[src/rtl/bsd_pkg.sv]
package bsd_pkg;

  typedef enum logic [2:0] {
    AM_NONE,
    AM_SHORT,
    AM_WIDE_SGL,
    AM_WIDE_BLK,
    AM_NARROW_SGL,
    AM_NARROW_BLK
  } amKind_t;

  typedef struct packed {
    logic latchAddr;
    logic latchBeat;
    logic advance;
  } bsdStrobes_t;

endpackage

[src/rtl/bsd_datapath.sv]
module bsd_datapath
  import bsd_pkg::*;
#(
  parameter logic [15:0] CFG_BASE      = 16'hC040,
  parameter int          CFG_WIN_LOG2  = 6,
  parameter logic [31:0] A32_BASE      = 32'h2000_0000,
  parameter int          A32_WIN_LOG2  = 24,
  parameter logic [23:0] A24_BASE      = 24'h40_0000,
  parameter int          A24_WIN_LOG2  = 22,
  localparam int         OFF_W         = A32_WIN_LOG2
) (
  input  logic             clk,
  input  logic             rstN,
  input  logic             strapNarrow,
  input  logic [5:0]       busAm,
  input  logic [31:0]      busAddr,
  input  logic [3:0]       busLanes,
  input  logic             busWrite,
  input  bsdStrobes_t      strobes,
  output logic             hit,
  output logic             isBlock,
  output logic             lanesOk,
  output logic             locSpace,
  output logic [OFF_W-1:0] locOffset,
  output logic [3:0]       locLanes,
  output logic             locWrite
);

  amKind_t            amKind;
  logic               hitNext;
  logic               blockNext;
  logic               spaceNext;
  logic [OFF_W-1:0]   offsetNext;
  logic [2:0]         beatBytes;

  // Classify the modifier code into the accepted families
  always_comb begin
    case (busAm)
      6'h29, 6'h2D:                amKind = AM_SHORT;
      6'h09, 6'h0A, 6'h0D, 6'h0E:  amKind = AM_WIDE_SGL;
      6'h0B, 6'h0F:                amKind = AM_WIDE_BLK;
      6'h39, 6'h3A, 6'h3D, 6'h3E:  amKind = AM_NARROW_SGL;
      6'h3B, 6'h3F:                amKind = AM_NARROW_BLK;
      default:                     amKind = AM_NONE;
    endcase
  end

  // Window match and offset extraction for the code family
  always_comb begin
    hitNext    = 1'b0;
    blockNext  = 1'b0;
    spaceNext  = 1'b1;
    offsetNext = '0;
    case (amKind)
      AM_SHORT: begin
        hitNext    = busAddr[15:CFG_WIN_LOG2] == CFG_BASE[15:CFG_WIN_LOG2];
        spaceNext  = 1'b0;
        offsetNext = OFF_W'(busAddr[CFG_WIN_LOG2-1:0]);
      end
      AM_WIDE_SGL, AM_WIDE_BLK: begin
        hitNext    = !strapNarrow &&
                     (busAddr[31:A32_WIN_LOG2] == A32_BASE[31:A32_WIN_LOG2]);
        blockNext  = amKind == AM_WIDE_BLK;
        offsetNext = OFF_W'(busAddr[A32_WIN_LOG2-1:0]);
      end
      AM_NARROW_SGL, AM_NARROW_BLK: begin
        hitNext    = strapNarrow &&
                     (busAddr[23:A24_WIN_LOG2] == A24_BASE[23:A24_WIN_LOG2]);
        blockNext  = amKind == AM_NARROW_BLK;
        offsetNext = OFF_W'(busAddr[A24_WIN_LOG2-1:0]);
      end
      default: ;
    endcase
  end

  // Byte count of the latched beat
  always_comb begin
    beatBytes = '0;
    for (int i = 0; i < 4; i++) begin
      beatBytes = beatBytes + 3'(locLanes[i]);
    end
  end

  // Naturally aligned sizes only
  always_comb begin
    case (locLanes)
      4'b0001, 4'b0010, 4'b0100, 4'b1000,
      4'b0011, 4'b1100, 4'b1111: lanesOk = 1'b1;
      default:                   lanesOk = 1'b0;
    endcase
  end

  always_ff @(posedge clk) begin
    if (!rstN) begin
      hit       <= 1'b0;
      isBlock   <= 1'b0;
      locSpace  <= 1'b0;
      locOffset <= '0;
      locLanes  <= '0;
      locWrite  <= 1'b0;
    end else begin
      if (strobes.latchAddr) begin
        hit       <= hitNext;
        isBlock   <= blockNext;
        locSpace  <= spaceNext;
        locOffset <= offsetNext;
      end else if (strobes.advance) begin
        locOffset <= locOffset + OFF_W'(beatBytes);
      end
      if (strobes.latchBeat) begin
        locLanes <= busLanes;
        locWrite <= busWrite;
      end
    end
  end

endmodule

[src/rtl/bsd_control.sv]
module bsd_control
  import bsd_pkg::*;
#(
  parameter int  TIMEOUT_CYCLES = 256,
  localparam int CNT_W          = $clog2(TIMEOUT_CYCLES + 1)
) (
  input  logic        clk,
  input  logic        rstN,
  input  logic        busAddrStrobe,
  input  logic        busDataStrobe,
  input  logic        hit,
  input  logic        isBlock,
  input  logic        lanesOk,
  input  logic        locAck,
  output bsdStrobes_t strobes,
  output logic        locReq,
  output logic        busAck,
  output logic        busBerr
);

  typedef enum logic [2:0] {
    S_IDLE, S_DECODE, S_WAIT_DS, S_CHECK, S_REQ, S_DONE, S_HOLD
  } state_t;

  localparam logic [CNT_W-1:0] CNT_LAST = CNT_W'(TIMEOUT_CYCLES - 1);

  state_t           state, stateNext;
  logic [CNT_W-1:0] waitCnt;
  logic             ackSet, berrSet;

  always_comb begin
    stateNext = state;
    strobes   = '0;
    ackSet    = 1'b0;
    berrSet   = 1'b0;
    case (state)
      S_IDLE: if (busAddrStrobe) begin
        strobes.latchAddr = 1'b1;
        stateNext         = S_DECODE;
      end
      S_DECODE: stateNext = hit ? S_WAIT_DS : S_HOLD;
      S_WAIT_DS: begin
        if (!busAddrStrobe) begin
          stateNext = S_IDLE;
        end else if (busDataStrobe) begin
          strobes.latchBeat = 1'b1;
          stateNext         = S_CHECK;
        end
      end
      S_CHECK: begin
        berrSet   = !lanesOk;
        stateNext = lanesOk ? S_REQ : S_DONE;
      end
      S_REQ: begin
        if (locAck) begin
          ackSet          = 1'b1;
          strobes.advance = 1'b1;
          stateNext       = S_DONE;
        end else if (waitCnt == CNT_LAST) begin
          berrSet   = 1'b1;
          stateNext = S_DONE;
        end
      end
      S_DONE: if (!busDataStrobe) begin
        stateNext = (isBlock && busAddrStrobe) ? S_WAIT_DS : S_HOLD;
      end
      S_HOLD: if (!busAddrStrobe) stateNext = S_IDLE;
      default: stateNext = S_IDLE;
    endcase
  end

  always_ff @(posedge clk) begin
    if (!rstN) begin
      state   <= S_IDLE;
      waitCnt <= '0;
      busAck  <= 1'b0;
      busBerr <= 1'b0;
    end else begin
      state   <= stateNext;
      waitCnt <= (state == S_REQ) ? waitCnt + 1'b1 : '0;
      busAck  <= ackSet;
      busBerr <= berrSet;
    end
  end

  assign locReq = state == S_REQ;

endmodule

[src/rtl/bus_slave_decoder.sv]
module bus_slave_decoder
  import bsd_pkg::*;
#(
  parameter logic [15:0] CFG_BASE       = 16'hC040,
  parameter int          CFG_WIN_LOG2   = 6,
  parameter logic [31:0] A32_BASE       = 32'h2000_0000,
  parameter int          A32_WIN_LOG2   = 24,
  parameter logic [23:0] A24_BASE       = 24'h40_0000,
  parameter int          A24_WIN_LOG2   = 22,
  parameter int          TIMEOUT_CYCLES = 256
) (
  input  logic        clk,
  input  logic        rstN,
  input  logic        strapNarrow,
  input  logic        busAddrStrobe,
  input  logic        busDataStrobe,
  input  logic [5:0]  busAm,
  input  logic [31:0] busAddr,
  input  logic [3:0]  busLanes,
  input  logic        busWrite,
  output logic        busAck,
  output logic        busBerr,
  output logic        locReq,
  output logic        locSpace,
  output logic [23:0] locOffset,
  output logic [3:0]  locLanes,
  output logic        locWrite,
  input  logic        locAck
);

  bsdStrobes_t strobes;
  logic        hit, isBlock, lanesOk;

  bsd_datapath #(
    .CFG_BASE(CFG_BASE), .CFG_WIN_LOG2(CFG_WIN_LOG2),
    .A32_BASE(A32_BASE), .A32_WIN_LOG2(A32_WIN_LOG2),
    .A24_BASE(A24_BASE), .A24_WIN_LOG2(A24_WIN_LOG2)
  ) u_path (
    .clk(clk), .rstN(rstN), .strapNarrow(strapNarrow),
    .busAm(busAm), .busAddr(busAddr), .busLanes(busLanes), .busWrite(busWrite),
    .strobes(strobes), .hit(hit), .isBlock(isBlock), .lanesOk(lanesOk),
    .locSpace(locSpace), .locOffset(locOffset), .locLanes(locLanes),
    .locWrite(locWrite)
  );

  bsd_control #(.TIMEOUT_CYCLES(TIMEOUT_CYCLES)) u_ctrl (
    .clk(clk), .rstN(rstN),
    .busAddrStrobe(busAddrStrobe), .busDataStrobe(busDataStrobe),
    .hit(hit), .isBlock(isBlock), .lanesOk(lanesOk), .locAck(locAck),
    .strobes(strobes), .locReq(locReq), .busAck(busAck), .busBerr(busBerr)
  );

endmodule

[config.mk]
export PLATFORM = sky130hd
export DESIGN_NAME = bus_slave_decoder
export DESIGN_NICKNAME = d
export VERILOG_FILES = /design/src/rtl/bsd_pkg.sv /design/src/rtl/bsd_datapath.sv /design/src/rtl/bsd_control.sv /design/src/rtl/bus_slave_decoder.sv
export SDC_FILE = /design/constraint.sdc
export NUM_CORES = 1
export LEC_CHECK = 0
export ABC_AREA = 1
export BUFFER_PORTS_ARGS = -buffer_cell sky130_fd_sc_hd__buf_2
export CORE_AREA = 2 2 84 86
export DETAILED_ROUTE_END_ITERATION = 8
export DIE_AREA = 0 0 86 88
export PLACE_DENSITY_LB_ADDON = 0.12
export SLEW_MARGIN = 20
export SYNTH_ARGS = -nofsm -noshare
export SYNTH_HDL_FRONTEND = slang
export SYNTH_SLANG_ARGS = --single-unit
[constraint.sdc]
create_clock -name clk -period 2.6 [get_ports clk]
set_clock_uncertainty 0.2 [all_clocks]
set_input_delay 0.52 -clock clk [delete_from_list [all_inputs] [get_ports clk]]
set_output_delay 0.52 -clock clk [all_outputs]
set_load 0.1 [all_outputs]
==> flow_metrics.py, run 1 <==
metrics = {
    "synthesis": {
        "synth.distinct_cells": 41,
        "netlist_area_um2": 3140,
        "synth_nets": 554,
        "syn_area_per_cell_um2": 6.36,
        "async_reset_ff_share_pct": 0,
        "synth-warning-count": 0,
        "synth_seq_cells": 46,
        "synth_cells": 493,
        "ys_seq_area_share_pct": 29.4,
        "synthFlopType": "dfxtp_1",
        "synth_edf_count": 0,
    },
    "finish": {
        "drive_gt1_share_pct": 31.6,
        "fin_nets": 652,
        "fin_cells": 672,
        "post-route-cell-area_um2": 4070,
        "antenna_cells": 0,
        "syn_to_final_growth_pct": 29.8,
        "fin_util_pct": 61.3,
    },
    "worst_setup_path": {
        "rr_worst_depth": 17,
        "path_common_cell": "inv_2",
        "crit_cells": 17,
        "critical_path.slowest_cell": "fa_2",
        "path_cells": "inv_4, ha_4, inv_2, fa_2, inv_2, ha_4, inv_2, fa_2, inv_2, nand3_2, nand2_4, nand3_4, nor2_4, nand3_2, nand2_1, nand2_1, a21oi_2",
        "endpoint_kind": "register",
        "cpPeakStageDelay_ns": 0.42,
        "start_kind": "register",
        "cp-endpoint": "u_path.locOffset[18]",
        "path_max_fanout": 4,
        "critPathTopFamily": "adder cells",
        "worst-setup-path-type": "reg -> reg",
        "crit_buf_inv": 5,
        "worstPathArrival_ns": 2.86,
        "worst-r2r-setup-slack_ns": -0.21,
        "worst_r2r_startpoint": "u_path.locLanes[0]",
        "cp.required_ns": 2.65,
        "reg2reg_to": "u_path.locOffset[18]",
        "crit_start": "u_path.locLanes[0]",
    },
    "grt": {
        "first_global_vias": 3209,
        "grt_max_degree": 31,
        "grt_pass1_wl_mm": 14.3,
        "grt_use_total_pct": 23.6,
        "grt.overflow.total": 0,
        "antenna_found_initial": 0,
    },
    "detailed_routing": {
        "wl_met1_mm": 3.81,
        "highest_layer": "met4",
        "wl_met3_um": 551,
        "avgViaCountPerCell": 5.18,
        "drt_wl_total_mm": 8.88,
        "wire_per_inst_um": 13.2,
        "ant_nets": 0,
        "first_pass_iters": 4,
        "remaining_drc_errors": 0,
        "vias": 3482,
        "wl_met2_mm": 4.40,
        "drt_iter0_drc": 152,
    },
    "sta": {
        "drv_slew": 0,
        "setup_violations": 14,
        "slew_headroom_pct": 67.1,
        "worst_pin_slew_ns": 0.492,
        "min_period_ns": 2.81,
        "hold_violations": 0,
        "rsz0062_at_grt": "yes",
        "post-route-period-util_pct": 108,
        "worst_slack_ns": -0.211,
        "max_freq_mhz": 356,
    },
    "floorplan": {
        "core-area_um2": 6640,
        "dieArea_um2": 7570,
        "initial_core_util_pct": 47.2,
        "die_x_um": 86,
        "die_h_um": 88,
        "fp-row-count": 30,
        "io_pins": 82,
    },
    "clock_network": {
        "cts_root_buf": "clkbuf_8",
        "cts_tree": "yes",
        "cts.clk_slew.worst_paths_ns": 0.09,
        "cts_hold_buf": 0,
        "cts_made_buffers": 5,
        "cts_buffer_depth": 2,
        "worstSkewPairLatency_ns": 0.31,
        "cts.sinks": 46,
        "h-tree-depth": 2,
    },
    "power_and_ir_drop": {
        "p_total_uw": 3530,
        "ir_worst_vdd_mv": 0.591,
        "total_leakage_power_uw": 0.00175,
        "p_per_area_nw_per_um2": 867,
    },
    "placement": {
        "dp_cells": 658,
        "dp.final_hpwl_mm": 6.44,
        "place_area_um2": 3700,
        "io_buffers": 80,
        "place_congestion": 0.917,
        "place_ws_ns": -0.253,
    },
    "outcome": {
        "violations": "setup timing",
        "outcome": "finished, violations left",
    },
    "flow_run": {
        "max_cap_viol_count": 0,
    },
    "hold_path": {
        "holdCritPathClass": "in -> reg",
    },
}
==> how the worst min path moves through the flow <==
| stage | startpoint | end | slack [ns] | cells after the start |
|---|---|---|---|---|
| after CTS | busWrite | u_path.locWrite | 0.24 | 3 |
| after floorplan | u_ctrl.waitCnt[0] | u_ctrl.waitCnt[0] | 0.22 | 1 |
| after global placement | u_ctrl.waitCnt[0] | u_ctrl.waitCnt[0] | 0.23 | 1 |
| after detailed placement | u_ctrl.waitCnt[0] | u_ctrl.waitCnt[0] | 0.24 | 1 |
| final | busWrite | u_path.locWrite | 0.24 | 3 |
| after global routing | busWrite | u_path.locWrite | 0.25 | 3 |
==> cell families (layout without fill, tap and decap cells) <==
| family | count (synthesis) | in the layout | synth area share [%] |
|---|---|---|---|
| and+or+nand+nor | 270 | 270 | 38.6 |
| buffers and inverters | 72 | 171 | 10.3 |
| DFF | 46 | 46 | 29.4 |
| AOI/OAI and AO/OA | 92 | 92 | 16.2 |
| adders and majority gates | 12 | 12 | 5.27 |
| xor gates and xnor gates | 1 | 1 | 0.279 |
==> tightest hold or removal path, cell delays in order <==
cell and delay, ns:
buf_2 0.08, nor2_1 0.03, nor2_1 0.09
==> cell type report <==
cell class	count	area, µm²
flip-flops and latches	46	931
inverters	62	245
fillers	671	2570
well taps	80	100
repair buffers	101	569
multi-input cells	375	2130
clock inverters	3	25.0
clock buffers	5	68.8
==> stage by stage <==
step	setup TNS [ns]	hold WS (ns)
after floorplan	-5.26	0.218
after global placement	-2.00	0.231
after detailed placement	-2.60	0.245
after CTS	-0.921	0.239
after global routing	-3.37	0.253
final	-1.30	0.239
==> layer usage <==
layer	vias to the layer above	GRT usage (%)
li1	1791	-
met1	1585	28.2
met2	95	44.0
met3	11	3.86
met4	0	5.92
met5	-	0
==> sequential cells by signal, summed over array words and instances, names as in the netlist <==
| register | count |
|---|---|
| u_ctrl.busAck | 1 |
| u_path.hit | 1 |
| u_path.locWrite | 1 |
| u_ctrl.state | 3 |
| u_path.locOffset | 24 |
| u_path.isBlock | 1 |
| u_ctrl.waitCnt | 9 |
| u_path.locLanes | 4 |
| u_ctrl.busBerr | 1 |
| u_path.locSpace | 1 |
==> report_power, final <==
part	internal, µW	total [µW]	switching, µW	leakage, µW
logic	470	2020	1550	0.00133
registers	840	1030	191	0.000376
clock network	195	476	282	0.0000447
total	1500	3530	2020	0.00175
==> synthesized netlist by cell type, drive strengths merged, types with 3 or more instances <==
| master | number | area share (%) |
|---|---|---|
| buf | 9 | 2.5 |
| dfxtp | 46 | 29 |
| nand4 | 7 | 1.4 |
| inv | 61 | 7.5 |
| ha | 10 | 4.0 |
| nor2 | 66 | 9.8 |
| nand2 | 140 | 18 |
| a21oi | 47 | 8.1 |
| o21ai | 35 | 5.7 |
| o21bai | 3 | 0.72 |
| or2 | 3 | 0.60 |
| nand3 | 41 | 6.9 |
| nor3 | 9 | 1.4 |
==> layout by cell type (no fill, tap or decap), drive strengths merged <==
cell type / instances
fa: 2
nor3b: 1
a31oi: 1
clkinvlp: 1
o211ai: 2
o311ai: 1
nand4: 7
inv: 62
o21bai: 3
clkinv: 2
o21ai: 35
or2: 3
xor2: 1
dfxtp: 46
nand3b: 2
nor2: 66
o21a: 2
nand2: 140
nor3: 9
o2111ai: 1
buf: 101
nand3: 41
a21oi: 47
ha: 10
and2: 1
clkbuf: 5
==> repair_timing <==
item	in CTS	in global routing
pin swaps	18	27
buffers inserted	3	3
endpoints found under the setup margin	21	21
gates resized for setup	30	26
Power figures use the tool's default switching activity.
==> run 2, diff against run 1 <==
Settings changed: CORE_AREA 2 2 84 86 to 2 2 83 85, DIE_AREA 0 0 86 88 to 0 0 85 87, SYNTH_HIERARCHICAL set to 1.
==> flow_metrics.py, run 2 <==
metrics = {
    "grt": {
        "first_global_vias": 3016,
        "grt_max_degree": 27,
        "grt_use_total_pct": 22.6,
        "antenna_found_initial": 0,
        "grt.overflow.total": 0,
        "grt_pass1_wl_mm": 13.6,
    },
    "finish": {
        "top_register": "u_path/locOffset",
        "antenna_cells": 0,
        "reg_top3": "u_path/locOffset x24, u_ctrl/waitCnt x9, u_path/locLanes x4",
        "fin_nets": 600,
        "layout_common_cells": "nand2_1, buf_2, nor2_1, inv_1, dfxtp_1",
        "final_common_cell": "nand2_1",
        "largest_reg_flops": 24,
        "nFillCells": 689,
        "drive_gt1_share_pct": 28.2,
        "post-route-cell-area_um2": 3650,
        "syn_to_final_growth_pct": 21.5,
    },
    "clock_network": {
        "cts.sinks": 46,
        "cts_root_buf": "clkbuf_8",
        "cts_made_buffers": 5,
        "cts_buffer_depth": 2,
        "h-tree-depth": 2,
        "cts_tree": "yes",
        "cts.clk_slew.worst_paths_ns": 0.09,
        "worstSkewPairLatency_ns": 0.30,
        "cts_hold_buf": 0,
    },
    "placement": {
        "io_buffers": 80,
        "dp.final_hpwl_mm": 6.19,
        "place_area_um2": 3500,
        "place_congestion": 0.884,
    },
    "synthesis": {
        "async_reset_ff_share_pct": 0,
        "synthTopCellsByArea": "dfxtp_1, nand2_1, nand3_1, o21ai_0, inv_1",
        "synth_nets": 518,
        "syn_area_per_cell_um2": 6.50,
        "synth_most_common_cell": "nand2_1",
        "synth-warning-count": 6,
        "synth_edf_count": 0,
        "synthFlopType": "dfxtp_1",
        "synth.top_cells.by_count": "nand2_1, inv_1, nor2_1",
        "synth_top_area_cell": "dfxtp_1",
        "synth.distinct_cells": 34,
        "netlist_area_um2": 3010,
        "synth_cells": 463,
        "ys_seq_area_share_pct": 30.6,
        "yosysTopAreaCellShare_pct": 30.6,
        "synth_seq_cells": 46,
    },
    "hold_path": {
        "hold_start": "busWrite",
        "min_to": "u_path/locWrite",
        "holdCritPathClass": "in -> reg",
        "hold_depth": 3,
    },
    "detailed_routing": {
        "ant_nets": 0,
        "drt_iter0_drc": 163,
        "vias": 3245,
        "first_pass_iters": 4,
        "wire_per_inst_um": 13.1,
        "remaining_drc_errors": 0,
        "drt_wl_total_mm": 8.22,
        "avgViaCountPerCell": 5.18,
    },
    "flow_run": {
        "max_cap_viol_count": 0,
    },
    "power_and_ir_drop": {
        "total_leakage_power_uw": 0.00166,
        "ir_worst_vdd_mv": 0.774,
        "p_total_uw": 4060,
        "p_per_area_nw_per_um2": 1110,
    },
    "worst_setup_path": {
        "cp.required_ns": 2.64,
        "path_cells": "fa_1, inv_2, fa_2, inv_2, fa_2, nand2_2, inv_4, nand2_8, nor2_8, nand3_1, nand2_1, nand3_1, a21oi_2",
        "cpPeakStageDelay_ns": 0.54,
        "worst_r2r_startpoint": "u_path/locOffset[0]",
        "rr_worst_depth": 13,
        "worstPathArrival_ns": 2.61,
        "worst-setup-path-type": "reg -> reg",
        "path_max_fanout": 5,
        "start_kind": "register",
        "worst-r2r-setup-slack_ns": 0.03,
        "reg2reg_to": "u_path/locOffset[20]",
        "endpoint_kind": "register",
        "critical_path.slowest_cell": "fa_1",
    },
    "outcome": {
        "outcome": "completed",
    },
    "sta": {
        "max_freq_mhz": 389,
        "hold_violations": 0,
        "worst_pin_slew_ns": 0.605,
        "post-route-period-util_pct": 98.8,
        "setup_violations": 0,
        "min_period_ns": 2.57,
        "slew_headroom_pct": 59.6,
        "tns_ns": 0,
        "drv_slew": 0,
        "fin_hold_ws_ns": 0.242,
        "rsz0062_at_grt": "yes",
    },
    "floorplan": {
        "die_h_um": 87,
        "core-area_um2": 6570,
        "die_x_um": 85,
        "fp-row-count": 30,
        "io_pins": 82,
        "dieArea_um2": 7400,
        "initial_core_util_pct": 45.8,
    },
}
[run 2: worst max-delay path by stage]
stage / depth (start not counted) / slack [ns] / endpoint / from
floorplan: 12 / -0.03 / u_path/locOffset[10] / u_path/locOffset[0]
global placement: 13 / 0.06 / u_path/locOffset[18] / u_path/locOffset[0]
detailed placement: 13 / 0.005 / u_path/locOffset[18] / u_path/locOffset[0]
CTS: 13 / 0.004 / u_path/locOffset[18] / u_path/locOffset[0]
global route: 13 / -0.10 / u_path/locOffset[12] / u_path/locOffset[0]
finish: 13 / 0.03 / u_path/locOffset[20] / u_path/locOffset[0]
[run 2: logic make-up after synthesis]
logic type	share of synthesized area, %
AOI/OAI and AO/OA	17.4
xor gates and xnor gates	0.874
adders and majority gates	3.24
buffers and inverters	9.78
DFF	30.6
and+or+nand+nor	38.1
[run 2: metrics by stage]
step / setup WS (ns) / cells / util, %
finish: 0.0324 / 626 / 55.6
global route: -0.103 / 626 / 55.6
CTS: 0.00378 / 626 / 55.1
detailed placement: 0.00462 / 615 / 53.4
global placement: 0.0598 / 615 / 53.4
floorplan: -0.0283 / 463 / -
[run 2: what timing repair did]
| action | in CTS | in global routing |
|---|---|---|
| pin swaps | 2 | 6 |
| setup buffers | 2 | 0 |
| hold endpoints to repair | 0 | 0 |
| cloned | 1 | 0 |
| endpoints found under the setup margin | 2 | 12 |
| gates resized for setup | 0 | 9 |
[run 2: worst max-delay path, delay by kind of cell (launching register included)]
family | cells | cell delay (ns)
simple gates | 6 | 0.51
buf+inv | 3 | 0.22
flops | 1 | 0.37
fa+ha+maj | 3 | 1.08
compound gates | 1 | 0.12
[run 2: final cells by class]
cell class | instances | area, µm² | share of cell area [%]
tap | 80 | 100 | 2.74
timing repair buffer | 89 | 468 | 12.8
sequential | 46 | 935 | 25.6
multi-input combinational | 346 | 1850 | 50.5
clock inverter | 3 | 20.0 | 0.548
clock buffer | 5 | 68.8 | 1.88
inverter | 57 | 216 | 5.92
[run 2: per-layer routing]
layer  vias to the layer above  part of all wire, %  GRT usage [%]
met5                         -                    0              0
met4                         0                 0.38           4.47
met3                         2                  5.2           3.79
met2                        84                   48           39.3
met1                      1476                   46           29.6
li1                       1683                    -              -
[run 2: power by group]
group | switching (µW) | total [µW] | internal, µW
sequential | 266 | 1160 | 899
combinational | 1930 | 2440 | 515
clock | 259 | 449 | 190
total | 2450 | 4060 | 1600
